## config.mk

```make
export PLATFORM = sky130hd
export DESIGN_NAME = duo_tick_timer
export DESIGN_NICKNAME = d
export VERILOG_FILES = /design/src/rtl/duo_tick_pkg.sv /design/src/rtl/tick_rst_sync.sv /design/src/rtl/tick_lane.sv /design/src/rtl/tick_rdmux.sv /design/src/rtl/duo_tick_timer.sv
export SDC_FILE = /design/constraint.sdc
export NUM_CORES = 1
export LEC_CHECK = 0
export ABC_AREA = 1
export ABC_CLOCK_PERIOD_IN_PS = 5700
export BUFFER_PORTS_ARGS = -buffer_cell sky130_fd_sc_hd__buf_2
export CAP_MARGIN = 25
export CELL_PAD_IN_SITES_DETAIL_PLACEMENT = 0
export CELL_PAD_IN_SITES_GLOBAL_PLACEMENT = 1
export CORE_MARGIN = 10
export CORE_UTILIZATION = 40
export CTS_CLUSTER_SIZE = 16
export DETAILED_ROUTE_END_ITERATION = 10
export MAX_ROUTING_LAYER = met4
export PLACE_DENSITY_LB_ADDON = 0.08
export SYNTH_ARGS = -nofsm -noshare
export SYNTH_HDL_FRONTEND = slang
export SYNTH_SLANG_ARGS = --single-unit
```

## constraint.sdc

```tcl
create_clock -name clk -period 5.7 [get_ports clk]
set_input_delay 1.14 -clock clk [delete_from_list [all_inputs] [get_ports clk]]
set_output_delay 1.14 -clock clk [all_outputs]
set_load 0.05 [all_outputs]
```

## src/rtl/duo_tick_pkg.sv

```systemverilog
package duo_tick_pkg;

  localparam int BUS_W = 32;
  localparam int CTL_W = 11;

  // control word bit positions (software decodes these)
  localparam int CB_MODE   = 0;
  localparam int CB_DOWN   = 1;
  localparam int CB_GENO   = 2;
  localparam int CB_CAPI   = 3;
  localparam int CB_RELOAD = 4;
  localparam int CB_HOLD   = 5;
  localparam int CB_IEN    = 6;
  localparam int CB_RUN    = 7;
  localparam int CB_FLAG   = 8;
  localparam int CB_PWM    = 9;
  localparam int CB_ALL    = 10;

  typedef enum logic [1:0] {
    SEL_CTL  = 2'd0,
    SEL_LOAD = 2'd1,
    SEL_CNT  = 2'd2,
    SEL_NONE = 2'd3
  } reg_sel_e;

  // packed MSB first, so field order matches the bit positions above
  typedef struct packed {
    logic all;
    logic pwm;
    logic flag;
    logic run;
    logic ien;
    logic hold;
    logic reload;
    logic capi;
    logic geno;
    logic down;
    logic mode;
  } ctl_t;

endpackage

```

## src/rtl/tick_rst_sync.sv

```systemverilog
module tick_rst_sync (
  input  logic clk,
  input  logic rst_n,
  output logic rst_sync_n
);

  logic [1:0] sync_q;

  always_ff @(posedge clk or negedge rst_n) begin
    if (!rst_n) begin
      sync_q <= 2'b00;
    end else begin
      sync_q <= {sync_q[0], 1'b1};
    end
  end

  assign rst_sync_n = sync_q[1];

endmodule

```

## src/rtl/tick_lane.sv

```systemverilog
module tick_lane
  import duo_tick_pkg::*;
#(
  parameter int CNT_W = 32
) (
  input  logic             clk,
  input  logic             rst_n,
  input  logic             ctl_we,
  input  logic             load_we,
  input  logic [CTL_W-1:0] ctl_wdata,
  input  logic [CNT_W-1:0] load_wdata,
  input  logic             start_all,
  output ctl_t             ctl_o,
  output logic [CNT_W-1:0] load_o,
  output logic [CNT_W-1:0] cnt_o
);

  localparam logic [CNT_W-1:0] CNT_ONES = '1;
  localparam logic [CNT_W-1:0] CNT_ZERO = '0;

  ctl_t             ctl_q, ctl_d;
  logic             ctl_en;
  logic [CNT_W-1:0] load_q, load_d;
  logic             load_en;
  logic [CNT_W-1:0] cnt_q, cnt_d;
  logic             cnt_en;

  logic at_term;
  logic step_en;
  logic hit;

  // terminal detection
  always_comb begin
    at_term = ctl_q.down ? (cnt_q == CNT_ZERO) : (cnt_q == CNT_ONES);
    step_en = ctl_q.run && !ctl_q.hold;
    hit     = step_en && at_term;
  end

  // control word next state
  always_comb begin
    ctl_d = ctl_q;
    if (ctl_we) begin
      ctl_d      = ctl_t'(ctl_wdata);
      ctl_d.flag = ctl_q.flag & ~ctl_wdata[CB_FLAG];
    end else if (hit && !ctl_q.reload) begin
      ctl_d.run = 1'b0;
    end
    if (hit) begin
      ctl_d.flag = 1'b1;
    end
    if (start_all) begin
      ctl_d.run = 1'b1;
    end
    ctl_en = ctl_we | hit | start_all;
  end

  // load register next state
  always_comb begin
    load_d  = load_wdata;
    load_en = load_we;
  end

  // counter next state
  always_comb begin
    cnt_d  = cnt_q;
    cnt_en = ctl_q.hold | step_en;
    if (ctl_q.hold) begin
      cnt_d = load_q;
    end else if (step_en) begin
      if (at_term) begin
        cnt_d = ctl_q.reload ? load_q : cnt_q;
      end else if (ctl_q.down) begin
        cnt_d = cnt_q - 1'b1;
      end else begin
        cnt_d = cnt_q + 1'b1;
      end
    end
  end

  always_ff @(posedge clk or negedge rst_n) begin
    if (!rst_n) begin
      ctl_q <= '0;
    end else if (ctl_en) begin
      ctl_q <= ctl_d;
    end
  end

  always_ff @(posedge clk or negedge rst_n) begin
    if (!rst_n) begin
      load_q <= '0;
    end else if (load_en) begin
      load_q <= load_d;
    end
  end

  always_ff @(posedge clk or negedge rst_n) begin
    if (!rst_n) begin
      cnt_q <= '0;
    end else if (cnt_en) begin
      cnt_q <= cnt_d;
    end
  end

  assign ctl_o  = ctl_q;
  assign load_o = load_q;
  assign cnt_o  = cnt_q;

endmodule

```

## src/rtl/tick_rdmux.sv

```systemverilog
module tick_rdmux
  import duo_tick_pkg::*;
#(
  parameter int LANES = 2,
  parameter int LB    = 1,
  parameter int AW    = 5
) (
  input  logic [AW-1:0]                addr,
  input  logic [LANES-1:0][BUS_W-1:0]  ctl_w,
  input  logic [LANES-1:0][BUS_W-1:0]  load_w,
  input  logic [LANES-1:0][BUS_W-1:0]  cnt_w,
  output logic [BUS_W-1:0]             rdata
);

  logic [LB-1:0] lane_idx;
  reg_sel_e      sel;
  logic          mapped;

  always_comb begin
    lane_idx = addr[AW-1:4];
    sel      = reg_sel_e'(addr[3:2]);
    mapped   = (addr[1:0] == 2'b00) && ({1'b0, lane_idx} < (LB+1)'(LANES));
    rdata    = '0;
    for (int i = 0; i < LANES; i++) begin
      if (mapped && (lane_idx == LB'(i))) begin
        unique case (sel)
          SEL_CTL:  rdata = ctl_w[i];
          SEL_LOAD: rdata = load_w[i];
          SEL_CNT:  rdata = cnt_w[i];
          SEL_NONE: rdata = '0;
        endcase
      end
    end
  end

endmodule

```

## src/rtl/duo_tick_timer.sv

```systemverilog
module duo_tick_timer
  import duo_tick_pkg::*;
#(
  parameter int  LANES = 2,
  parameter int  CNT_W = 32,
  localparam int LB    = (LANES > 1) ? $clog2(LANES) : 1,
  localparam int AW    = LB + 4
) (
  input  logic             clk,
  input  logic             rst_n,
  input  logic [AW-1:0]    bus_addr,
  input  logic             bus_we,
  input  logic [BUS_W-1:0] bus_wdata,
  output logic [BUS_W-1:0] bus_rdata,
  output logic             irq
);

  logic rst_sync_n;

  logic [LB-1:0] lane_idx;
  reg_sel_e      reg_sel;
  logic          word_ok;
  logic          start_all;

  logic [LANES-1:0] ctl_we, load_we;
  logic [LANES-1:0] flag_v, ien_v, run_v, hold_v, down_v;
  logic [LANES-1:0][CNT_W-1:0] cnt_v, load_v;
  logic [LANES-1:0][BUS_W-1:0] ctl_w, load_w, cnt_w;

  logic irq_q, irq_d;

  tick_rst_sync u_rst_sync (
    .clk        (clk),
    .rst_n      (rst_n),
    .rst_sync_n (rst_sync_n)
  );

  always_comb begin
    lane_idx  = bus_addr[AW-1:4];
    reg_sel   = reg_sel_e'(bus_addr[3:2]);
    word_ok   = (bus_addr[1:0] == 2'b00);
    start_all = (|ctl_we) && bus_wdata[CB_ALL];
  end

  for (genvar i = 0; i < LANES; i++) begin : g_lane
    logic             hit_i;
    ctl_t             ctl_i;
    logic [CTL_W-1:0] ctl_bits;

    assign hit_i      = bus_we && word_ok && (lane_idx == LB'(i));
    assign ctl_we[i]  = hit_i && (reg_sel == SEL_CTL);
    assign load_we[i] = hit_i && (reg_sel == SEL_LOAD);

    tick_lane #(.CNT_W(CNT_W)) u_lane (
      .clk        (clk),
      .rst_n      (rst_sync_n),
      .ctl_we     (ctl_we[i]),
      .load_we    (load_we[i]),
      .ctl_wdata  (bus_wdata[CTL_W-1:0]),
      .load_wdata (bus_wdata[CNT_W-1:0]),
      .start_all  (start_all),
      .ctl_o      (ctl_i),
      .load_o     (load_v[i]),
      .cnt_o      (cnt_v[i])
    );

    assign ctl_bits  = ctl_i;
    assign flag_v[i] = ctl_i.flag;
    assign ien_v[i]  = ctl_i.ien;
    assign run_v[i]  = ctl_i.run;
    assign hold_v[i] = ctl_i.hold;
    assign down_v[i] = ctl_i.down;
    assign ctl_w[i]  = BUS_W'(ctl_bits);
    assign load_w[i] = BUS_W'(load_v[i]);
    assign cnt_w[i]  = BUS_W'(cnt_v[i]);
  end

  tick_rdmux #(.LANES(LANES), .LB(LB), .AW(AW)) u_rdmux (
    .addr   (bus_addr),
    .ctl_w  (ctl_w),
    .load_w (load_w),
    .cnt_w  (cnt_w),
    .rdata  (bus_rdata)
  );

  always_comb begin
    irq_d = |(flag_v & ien_v);
  end

  always_ff @(posedge clk or negedge rst_sync_n) begin
    if (!rst_sync_n) begin
      irq_q <= 1'b0;
    end else begin
      irq_q <= irq_d;
    end
  end

  assign irq = irq_q;

endmodule

```

==> flow_metrics.env, run 1 <==
export IMPL_status="completed"
export IMPL_finalSetupViolations=0
export IMPL_synth_fp_nets=2372
export IMPL_yosysTopAreaCell="dfrtp_1"
export IMPL_dr_pass1_iters=5
export IMPL_grt_pass1_wl_um=77560
export IMPL_fp_dieW_um=203.2
export IMPL_cts_made_buffers=17
export IMPL_maxCapViolCount=0
export IMPL_setup_tns_final_ns=0
export IMPL_diodes=0
export IMPL_core_sq_um=33360
export IMPL_max_freq_mhz=236.3
export IMPL_finalCriticalPeriod_ns=4.232
export IMPL_end_kind="primary output"
export IMPL_hold_ws_ns=0.1530
export IMPL_worstMarginPinSlew_ns=0.9190
export IMPL_multiInputGateArea_sq_um=7838
export IMPL_path_clk_slew_ns=0.08
export IMPL_min_path_type="reg -> async"
export IMPL_ys_flop_type="dfrtp_1"
export IMPL_insertion_delay_ns=0.46
export IMPL_cts_sinks=153
export IMPL_dp_hpwl_um=39720
export IMPL_p_leak_nw=8.337
export IMPL_ant_nets=0
export IMPL_root_buffer="clkbuf_16"
export IMPL_grt_pass1_vias=13220
export IMPL_initial_core_util=0.4025
export IMPL_port_buffers=72
export IMPL_arrival_ns=3.09
export IMPL_postLayoutCoreUtil=0.4423
export IMPL_grt_usage=0.2494
export IMPL_grt_overflow_total=0
export IMPL_fp_dieH_um=203.2
export IMPL_cts_resized_gates=0
export IMPL_cts_tree="done"
export IMPL_via_per_inst=5.002
export IMPL_synth_area_leaders="dfrtp_1 29%, nand2_1 26%, inv_1 11%, ha_1 5.6%, o21ai_0 5.6%"
export IMPL_htree_num_levels=4
export IMPL_fillers=3728
export IMPL_synth_area_sq_um=13430
export IMPL_drc=0
export IMPL_slew_violations=0
export IMPL_seq_area_sq_um=3832
export IMPL_setup_worst_path_start_class="primary input"
export IMPL_max_vdd_ir_drop_v=0.0002378
export IMPL_finalNetCount=2415
export IMPL_crit_fanout=23
export IMPL_vias=13880
export IMPL_power_w=0.008152
export IMPL_wl_per_cell_um=18.11
export IMPL_grt_max_degree=143
export IMPL_setup_ws_ns=1.468
export IMPL_post_place_ws_ns=1.510
export IMPL_yosysMostFrequentCell="nand2_1"
export IMPL_post_cts_buffers=0
export IMPL_r2r_cells=9
export IMPL_synthCells=2270
export IMPL_rsz0062_at_grt="false"
export IMPL_drive_above_1_share=0.06363
export IMPL_antenna_found_initial=0
export IMPL_dieArea_sq_um=41300
export IMPL_ys_ff_latch=153
export IMPL_yosys_area_top_type_share=0.2851
export IMPL_critPathKind="in -> out"
export IMPL_ios=73
export IMPL_gp_congestion=0.9288
export IMPL_synth_area_per_cell_sq_um=5.916
export IMPL_synthArstFlopShare=1.000
export IMPL_synth_common_cells="946 x nand2_1, 379 x inv_1, 191 x nor2_1"
export IMPL_fin_crit_sh=0.7425
export IMPL_ys_types=37
export IMPL_drt_iter0_markers=1225
export IMPL_syn2layout_area_growth_pct=9.886
export IMPL_hold_violations=0
export IMPL_cts_hold_buffers=0
export IMPL_slew_headroom=0.3866
export IMPL_cts_buffer_depth=2
export IMPL_synth_seq_area_share=0.2851
export IMPL_worstPathRequired_ns=4.56
export IMPL_finalWirelength_um=50230
export IMPL_power_density_nw_per_um2=552.4
export IMPL_rows=67
export IMPL_ys_warn_count=0
export IMPL_clock_skew_ns=0.01178
export IMPL_synth_enable_flop_cells=0
## per-layer routing
metal | share of wire | track usage | wire length, um
met5 | 0 | - | 0
met4 | 0.021 | 0.06768 | 1037
met3 | 0.053 | 0.03792 | 2637
met2 | 0.45 | 0.3873 | 22780
met1 | 0.47 | 0.3322 | 23780
## where the power goes
group / internal [W] / switching, W
registers: 0.00142 / 0.000590
clock network: 0.000629 / 0.000568
logic: 0.00165 / 0.00329
## critical path, cell delays in order
cell and delay [ns]:
buf_2 0.09, nor2_1 0.12, nand2_1 0.32, inv_1 0.76
a22o_1 0.35, buf_2 0.29
## flip-flops by register name, summed over array words and instances (netlist names)
signal                count
g_lane.u_lane.ctl_o      22
irq                       1
g_lane.u_lane.cnt_o      64
u_rst_sync.sync_q         2
g_lane.u_lane.load_o     64
## placed cells by master, fill, tap and decap left out, types with 2 or more instances in the layout
| cell | netlist | final |
|---|---|---|
| o21bai_1 | 2 | 2 |
| nand2_1 | 946 | 946 |
| inv_1 | 379 | 379 |
| dfrtp_1 | 153 | 152 |
| nor3_2 | 2 | 2 |
| buf_2 | 14 | 72 |
| and2_1 | 3 | 3 |
| xnor2_1 | 27 | 27 |
| nand3_1 | 117 | 116 |
| a22o_1 | 26 | 26 |
| and3_1 | 4 | 4 |
| inv_8 | 0 | 4 |
| nor2_1 | 191 | 191 |
| nand2_2 | 5 | 5 |
| o21ai_1 | 10 | 10 |
| nand4_1 | 24 | 24 |
| a221oi_1 | 7 | 7 |
| o22ai_1 | 18 | 18 |
| ha_1 | 60 | 60 |
| clkinv_8 | 0 | 2 |
| buf_4 | 9 | 9 |
| o21ai_0 | 149 | 149 |
| inv_2 | 7 | 7 |
| clkbuf_16 | 0 | 17 |
| nand3b_1 | 9 | 9 |
| o221ai_1 | 2 | 2 |
| o21ai_2 | 4 | 4 |
| nand3_2 | 6 | 7 |
| a21oi_1 | 43 | 43 |
| nor2_2 | 5 | 5 |
| nor3_1 | 6 | 6 |
| inv_6 | 0 | 6 |
| fa_1 | 2 | 2 |
## final cells by class
type,instances,share of cell area
tap,448,0.03799
timing repair buffer,83,0.03222
clock inverter,15,0.01196
multi-input combinational,1672,0.5311
inverter,386,0.09819
sequential,153,0.2597
clock buffer,17,0.02883
## cell families (layout without fill, tap and decap cells)
group	after synthesis	in the layout	synth area share
AND/OR/NAND/NOR	1320	1320	0.3955
buffers and inverters	445	501	0.1316
AO/OA/AOI/OAI	262	262	0.1110
flip-flops	153	153	0.2851
adder cells (fa/ha/maj)	62	62	0.05888
XOR/XNOR	27	27	0.01761
other	1	1	0.0002792
## per-stage QoR
step,cell area (sq um),cells
after global placement,14130,2741
after detailed placement,14150,2742
after global routing,14760,2774
after floorplan,13430,2270
final,14760,2774
after CTS,14760,2774
## path summary, 6_finish.rpt
check / from / to / slack [ns]
hold reg to reg: u_rst_sync.sync_q[1] / g_lane[1].u_lane.load_o[3] / 0.15
min in group clk: u_rst_sync.sync_q[0] / u_rst_sync.sync_q[1] / 0.36
hold / removal: u_rst_sync.sync_q[1] / g_lane[1].u_lane.load_o[3] / 0.15
max in group asynchronous: u_rst_sync.sync_q[1] / g_lane[1].u_lane.cnt_o[27] / 4.46
setup reg to reg: g_lane[0].u_lane.cnt_o[0] / g_lane[0].u_lane.cnt_o[23] / 2.55
setup / recovery: bus_addr[1] / bus_rdata[11] / 1.47
(Power assumes the default switching activity.)
==> run 2: changes to the inputs <==
Settings changed: ABC_AREA 1 to 0, ABC_CLOCK_PERIOD_IN_PS 5700 to 3800.
Clock period 5.7 ns to 3.8 ns, I/O delays scaled along.
==> run 2 against run 1 <==
Global-route usage decreased by 3.1 points; sequential share of layout area increased by 5.0 points; setup slack worse by 1.1 ns; non-clock buffer count grew 18; area after synthesis is 19% lower; wire length decreased by 29%; sequential cell count unchanged; largest cell class unchanged.
==> flow_metrics.env, run 2 <==
export IMPL_drc=0
export IMPL_synth_common_cells="153 x dfrtp_1, 126 x a21oi_1, 113 x nor2_1"
export IMPL_postLayoutCoreUtil=0.4597
export IMPL_ys_flop_type="dfrtp_1"
export IMPL_crit_fanout=23
export IMPL_synth_area_sq_um=10900
export IMPL_synth_fp_nets=1331
export IMPL_critPathKind="reg -> reg"
export IMPL_final_cell_mix="152 x dfrtp_1, 126 x a21oi_1, 111 x nor2_1"
export IMPL_wl_per_cell_um=21.95
export IMPL_p_clk_frac=0.190
export IMPL_status="completed"
export IMPL_slowest_delay_ns=0.76
export IMPL_dp_hpwl_um=27090
export IMPL_grt_use_met2=0.3402
export IMPL_layout_commonest_cell="dfrtp_1"
export IMPL_dpl_cell_area_sq_um=11700
export IMPL_p_int_w=0.005061
export IMPL_path_clk_slew_ns=0.07
export IMPL_busiest_layer="met2"
export IMPL_finalSetupViolations=0
export IMPL_min_path_type="in -> async"
export IMPL_grt_use_met3=0.03527
export IMPL_initial_core_util=0.4056
export IMPL_synthCells=1229
export IMPL_grt_overflow_total=0
export IMPL_p_sw_w=0.004229
export IMPL_dr_pass1_iters=5
export IMPL_netSwitchingFraction=0.4552
export IMPL_synth_area_leaders="dfrtp_1 35%, mux2_2 8.8%, ha_1 6.9%, a21oi_1 5.8%, nor2_1 3.9%"
export IMPL_arrival_ns=3.78
export IMPL_cts_tree="done"
export IMPL_htree_num_levels=4
export IMPL_pwr_share_comb=0.486
export IMPL_grt_met1_usage=0.2931
export IMPL_final_cells=1633
export IMPL_yosysTopAreaCell="dfrtp_1"
export IMPL_placed_cells_incl_taps=1597
export IMPL_synthArstFlopShare=1.000
export IMPL_ys_warn_count=0
export IMPL_port_buffers=72
export IMPL_cts_buffer_depth=2
export IMPL_critical_path_most_common_cell="a31oi_1"
export IMPL_end_kind="flop"
export IMPL_fp_dieH_um=185.1
export IMPL_p_leak_nw=5.592
export IMPL_via_per_inst=5.945
export IMPL_cts_resized_gates=0
export IMPL_fillers=2661
export IMPL_gp_congestion=0.9083
export IMPL_fp_dieW_um=185.1
export IMPL_setup_worst_path_start_class="flop"
export IMPL_root_buffer="clkbuf_16"
export IMPL_setup_tns_final_ns=0
export IMPL_grt_usage=0.2184
export IMPL_post_cts_buffers=0
export IMPL_synth_enable_flop_cells=0
export IMPL_worstMarginPinSlew_ns=0.8177
export IMPL_yosysMostFrequentCell="dfrtp_1"
export IMPL_hold_violations=0
export IMPL_grt_pass1_vias=9688
export IMPL_drive_above_1_share=0.1844
export IMPL_crit_chain="buf_4 > ha_1 > and4_1 > a221o_1 > a32o_1 > a21oi_1 > a31oi_1 > a31oi_1 > mux2i_1 > nand2_1"
export IMPL_worstPathRequired_ns=4.13
export IMPL_slew_headroom=0.4528
export IMPL_syn2layout_area_growth_pct=13.35
export IMPL_stdcell_area_sq_um=12360
export IMPL_vias=9708
export IMPL_dieArea_sq_um=34250
export IMPL_power_density_nw_per_um2=751.9
export IMPL_cts_hold_buffers=0
export IMPL_finalNetCount=1380
export IMPL_clock_skew_ns=0.01575
export IMPL_power_w=0.009290
export IMPL_grt_pass1_wl_um=56560
export IMPL_slew_violations=0
export IMPL_max_freq_mhz=289.8
export IMPL_synth_area_per_cell_sq_um=8.869
export IMPL_ios=73
export IMPL_slowest_stage="dfrtp_1"
export IMPL_ys_types=66
export IMPL_ant_nets=0
export IMPL_maxCapViolCount=0
export IMPL_cts_sinks=153
export IMPL_rsz0062_at_grt="false"
export IMPL_insertion_delay_ns=0.44
export IMPL_max_vdd_ir_drop_v=0.0004060
export IMPL_finalCriticalPeriod_ns=3.451
export IMPL_antenna_found_initial=1
export IMPL_yosys_area_top_type_share=0.3512
export IMPL_cts_made_buffers=17
export IMPL_finalWirelength_um=35850
export IMPL_ys_ff_latch=153
export IMPL_fin_crit_sh=0.9081
export IMPL_rows=60
export IMPL_pwr_share_seq=0.324
export IMPL_synth_seq_area_share=0.3512
export IMPL_grt_max_degree=56
export IMPL_core_sq_um=26880
export IMPL_drt_iter0_markers=685
run 2: cell types whose count changed in the layout (fill, tap and decap cells not counted), sizes merged, moves of 21 or more:
cell	delta
o21ai	-99
nor4	+21
nor2	-83
a22o	-23
a21o	+38
mux2	+85
mux2i	+33
a31oi	+26
a21oi	+84
nand2	-861
nand3	-96
a22oi	+40
inv	-370
run 2: path summary, 6_finish.rpt:
kind                                           start                           to  slack [ns]  cells past startpoint
max                        g_lane[0].u_lane.ctl_o[1]   g_lane[0].u_lane.cnt_o[28]        0.35                     10
min                                            rst_n         u_rst_sync.sync_q[1]        0.08                      1
max reg2reg                g_lane[0].u_lane.ctl_o[1]   g_lane[0].u_lane.cnt_o[28]        0.35                     10
min reg2reg                     u_rst_sync.sync_q[0]         u_rst_sync.sync_q[1]        0.36                      0
max in group asynchronous       u_rst_sync.sync_q[1]  g_lane[0].u_lane.load_o[25]        2.52                      1
min in group clk                u_rst_sync.sync_q[0]         u_rst_sync.sync_q[1]        0.36                      0
run 2: power groups by stage:
stage               Combinational (W)  Sequential, W  Clock (W)
CTS                           0.00450        0.00301    0.00180
global route                  0.00507        0.00310    0.00187
finish                        0.00452        0.00301    0.00177
global placement              0.00446        0.00303          0
detailed placement            0.00447        0.00304          0
floorplan                     0.00341        0.00271          0
run 2: stage by stage:
stage / hold WS (ns) / worst slack (ns)
floorplan: 0.3311 / 0.4671
global placement: 0.3425 / 0.4289
detailed placement: 0.3465 / 0.3874
CTS: 0.07124 / 0.3708
global route: 0.06368 / 0.03912
finish: 0.08155 / 0.3494
run 2: area by class of cell:
class	count	area, sq um	area share
tap	341	426.7	0.03453
clock buffer	18	439.2	0.03554
timing repair buffer	101	648.1	0.05246
multi-input combinational	984	6764	0.5474
inverter	21	78.83	0.006380
clock inverter	14	163.9	0.01327
sequential	153	3832	0.3102
antenna	1	2.502	0.0002025
run 2: cells by family (layout without fill, tap and decap cells):
| logic type | after synthesis | after routing | synth area share |
|---|---|---|---|
| compound gates | 404 | 404 | 0.2335 |
| simple gates | 358 | 358 | 0.1581 |
| flops | 153 | 153 | 0.3512 |
| mux | 118 | 118 | 0.1181 |
| buf+inv | 92 | 154 | 0.03329 |
| fa+ha+maj | 62 | 62 | 0.07254 |
| xor+xnor | 41 | 41 | 0.03294 |
| other cells | 1 | 2 | 0.0003440 |
run 2: worst max-delay path: cells and delay by family (launching register included):
kind / cells / cell delay (ns)
AOI/OAI and AO/OA: 5 / 1.26
adders and majority gates: 1 / 0.37
buffers and inverters: 1 / 0.41
DFF: 1 / 0.76
muxes: 1 / 0.21
and+or+nand+nor: 2 / 0.32
run 2: routing by layer:
metal / vias to the layer above / part of all wire / wire, um
met1: 4749 / 0.49 / 17420
met5: - / 0 / 0
met4: 0 / 0.016 / 584
met3: 33 / 0.037 / 1331
met2: 211 / 0.46 / 16520
li1: 4715 / - / -
==> run 3: changes to the inputs <==
Settings changed: CTS_BUF_LIST set to sky130_fd_sc_hd__clkbuf_16.
==> run 3 against run 2 <==
Global-route usage unchanged; combinational power about the same; via count about the same; sequential share of layout area about the same; total power down 0.22%; sequential power about the same; utilization about the same; die area unchanged; largest power group unchanged; register-to-register slack about the same.
==> flow_metrics.env, run 3 (same netlist as run 2, synthesis figures left out) <==
export IMPL_status="completed"
export IMPL_fp_dieH_um=185.1
export IMPL_grt_pass1_vias=9688
export IMPL_critPathKind="reg -> reg"
export IMPL_hold_violations=0
export IMPL_grt_usage=0.2184
export IMPL_fp_dieW_um=185.1
export IMPL_wl_per_cell_um=21.96
export IMPL_arrival_ns=3.78
export IMPL_initial_core_util=0.4056
export IMPL_rrSetupSlack_ns=0.35
export IMPL_grt_overflow_total=0
export IMPL_fillers=2662
export IMPL_dieArea_sq_um=34250
export IMPL_finalCriticalPeriod_ns=3.450
export IMPL_finalSetupViolations=0
export IMPL_max_freq_mhz=289.9
export IMPL_rows=60
export IMPL_r2r_cells=10
export IMPL_grt_max_degree=56
export IMPL_vias=9700
export IMPL_dp_hpwl_um=27090
export IMPL_maxCapViolCount=0
export IMPL_slew_violations=0
export IMPL_cts_buffer_depth=2
export IMPL_setup_tns_final_ns=0
export IMPL_path_clk_slew_ns=0.07
export IMPL_insertion_delay_ns=0.44
export IMPL_crit_buf_inv=1
export IMPL_final_cell_mix="152 x dfrtp_1, 126 x a21oi_1, 111 x nor2_1"
export IMPL_rr_startpoint="g_lane[0].u_lane.ctl_o[1]"
export IMPL_via_per_inst=5.940
export IMPL_slew_headroom=0.4525
export IMPL_r2r_end="g_lane[0].u_lane.cnt_o[28]"
export IMPL_post_place_ws_ns=0.3874
export IMPL_ios=73
export IMPL_worstMarginPinSlew_ns=0.8181
export IMPL_gp_congestion=0.9083
export IMPL_min_path_type="in -> async"
export IMPL_slowest_delay_ns=0.76
export IMPL_drt_iter0_markers=685
export IMPL_cts_made_buffers=17
export IMPL_post_cts_buffers=0
export IMPL_crit_chain="buf_4 > ha_1 > and4_1 > a221o_1 > a32o_1 > a21oi_1 > a31oi_1 > a31oi_1 > mux2i_1 > nand2_1"
export IMPL_fin_crit_sh=0.9078
export IMPL_setup_worst_path_start_class="flop"
export IMPL_cts_resized_gates=0
export IMPL_root_buffer="clkbuf_16"
export IMPL_end_kind="flop"
export IMPL_p_leak_nw=5.587
export IMPL_cts_tree="done"
export IMPL_max_vdd_ir_drop_v=0.0004061
export IMPL_grt_pass1_wl_um=56560
export IMPL_clock_skew_ns=0.01575
export IMPL_power_density_nw_per_um2=750.8
export IMPL_htree_num_levels=4
export IMPL_layout_commonest_cell="dfrtp_1"
export IMPL_antenna_found_initial=1
export IMPL_core_sq_um=26880
export IMPL_crit_fanout=23
export IMPL_port_buffers=72
export IMPL_crit_family="compound AO/OA/AOI/OAI gates"
export IMPL_slowest_stage="dfrtp_1"
export IMPL_cts_sinks=153
export IMPL_critical_path_most_common_cell="a31oi_1"
export IMPL_worstPathRequired_ns=4.13
export IMPL_finalWirelength_um=35860
export IMPL_postLayoutCoreUtil=0.4594
export IMPL_cts_hold_buffers=0
export IMPL_rsz0062_at_grt="false"
export IMPL_final_cells=1633
export IMPL_syn2layout_area_growth_pct=13.26
export IMPL_drc=0
export IMPL_setup_ws_ns=0.3504
export IMPL_ant_nets=0
export IMPL_drive_above_1_share=0.1836
export IMPL_placed_cells_incl_taps=1597
export IMPL_finalNetCount=1380
export IMPL_dr_pass1_iters=5
export IMPL_hold_ws_ns=0.08157
-- run 3: changes by cell type in the layout (fill, tap and decap cells not counted) --
cell / previous run / this run
clkinv_1: 0 / 1
clkbuf_8: 1 / 0
-- run 3: cell type report --
| cell class | count | area (sq um) | area share |
|---|---|---|---|
| diodes | 1 | 2.502 | 0.0002027 |
| repair buffers | 101 | 648.1 | 0.05250 |
| multi-input cells | 984 | 6764 | 0.5479 |
| clock inverters | 15 | 167.7 | 0.01358 |
| flip-flops and latches | 153 | 3832 | 0.3104 |
| clock buffers | 17 | 425.4 | 0.03446 |
| inverters | 21 | 78.83 | 0.006385 |
| well taps | 341 | 426.7 | 0.03456 |
-- run 3: worst max-delay path by stage --
stage          slack, ns                         end                       from  cells past startpoint
3_3_place_gp        0.43  g_lane[0].u_lane.cnt_o[28]  g_lane[0].u_lane.ctl_o[1]                     11
5_1_grt             0.04  g_lane[0].u_lane.cnt_o[28]  g_lane[0].u_lane.ctl_o[1]                     11
3_5_place_dp        0.39  g_lane[0].u_lane.cnt_o[28]  g_lane[0].u_lane.ctl_o[1]                     10
2_1_floorplan       0.47                bus_rdata[1]                bus_addr[2]                      6
4_1_cts             0.37  g_lane[0].u_lane.cnt_o[28]  g_lane[0].u_lane.ctl_o[1]                     10
6_report            0.35  g_lane[0].u_lane.cnt_o[28]  g_lane[0].u_lane.ctl_o[1]                     10
-- run 3: where the power goes --
group          total (W)  switching (W)  internal (W)
Clock            0.00174       0.000764      0.000980
Sequential       0.00301       0.000846       0.00216
Combinational    0.00452        0.00262       0.00190
Total            0.00927        0.00423       0.00504
-- run 3: metal layers --
layer / track usage / up-vias / wire length [um]
met3: 0.03527 / 33 / 1317
met5: - / - / 0
met4: 0.04649 / 0 / 584
li1: - / 4714 / -
met2: 0.3402 / 209 / 16520
met1: 0.2931 / 4744 / 17440
-- run 3: metrics by stage --
step / cell area [sq um] / total power [W]
3_3_place_gp: 11700 / 0.007491
5_1_grt: 12350 / 0.01001
4_1_cts: 12290 / 0.009291
2_1_floorplan: 10900 / 0.006112
6_report: 12350 / 0.009269
3_5_place_dp: 11700 / 0.007513
-- run 3: worst register-to-register path: stages, from the launching register on --
cell	delay (ns)
dfrtp_1	0.76
buf_4	0.41
ha_1	0.38
and4_1	0.26
a221o_1	0.35
a32o_1	0.22
a21oi_1	0.26
a31oi_1	0.18
a31oi_1	0.25
mux2i_1	0.21
nand2_1	0.06
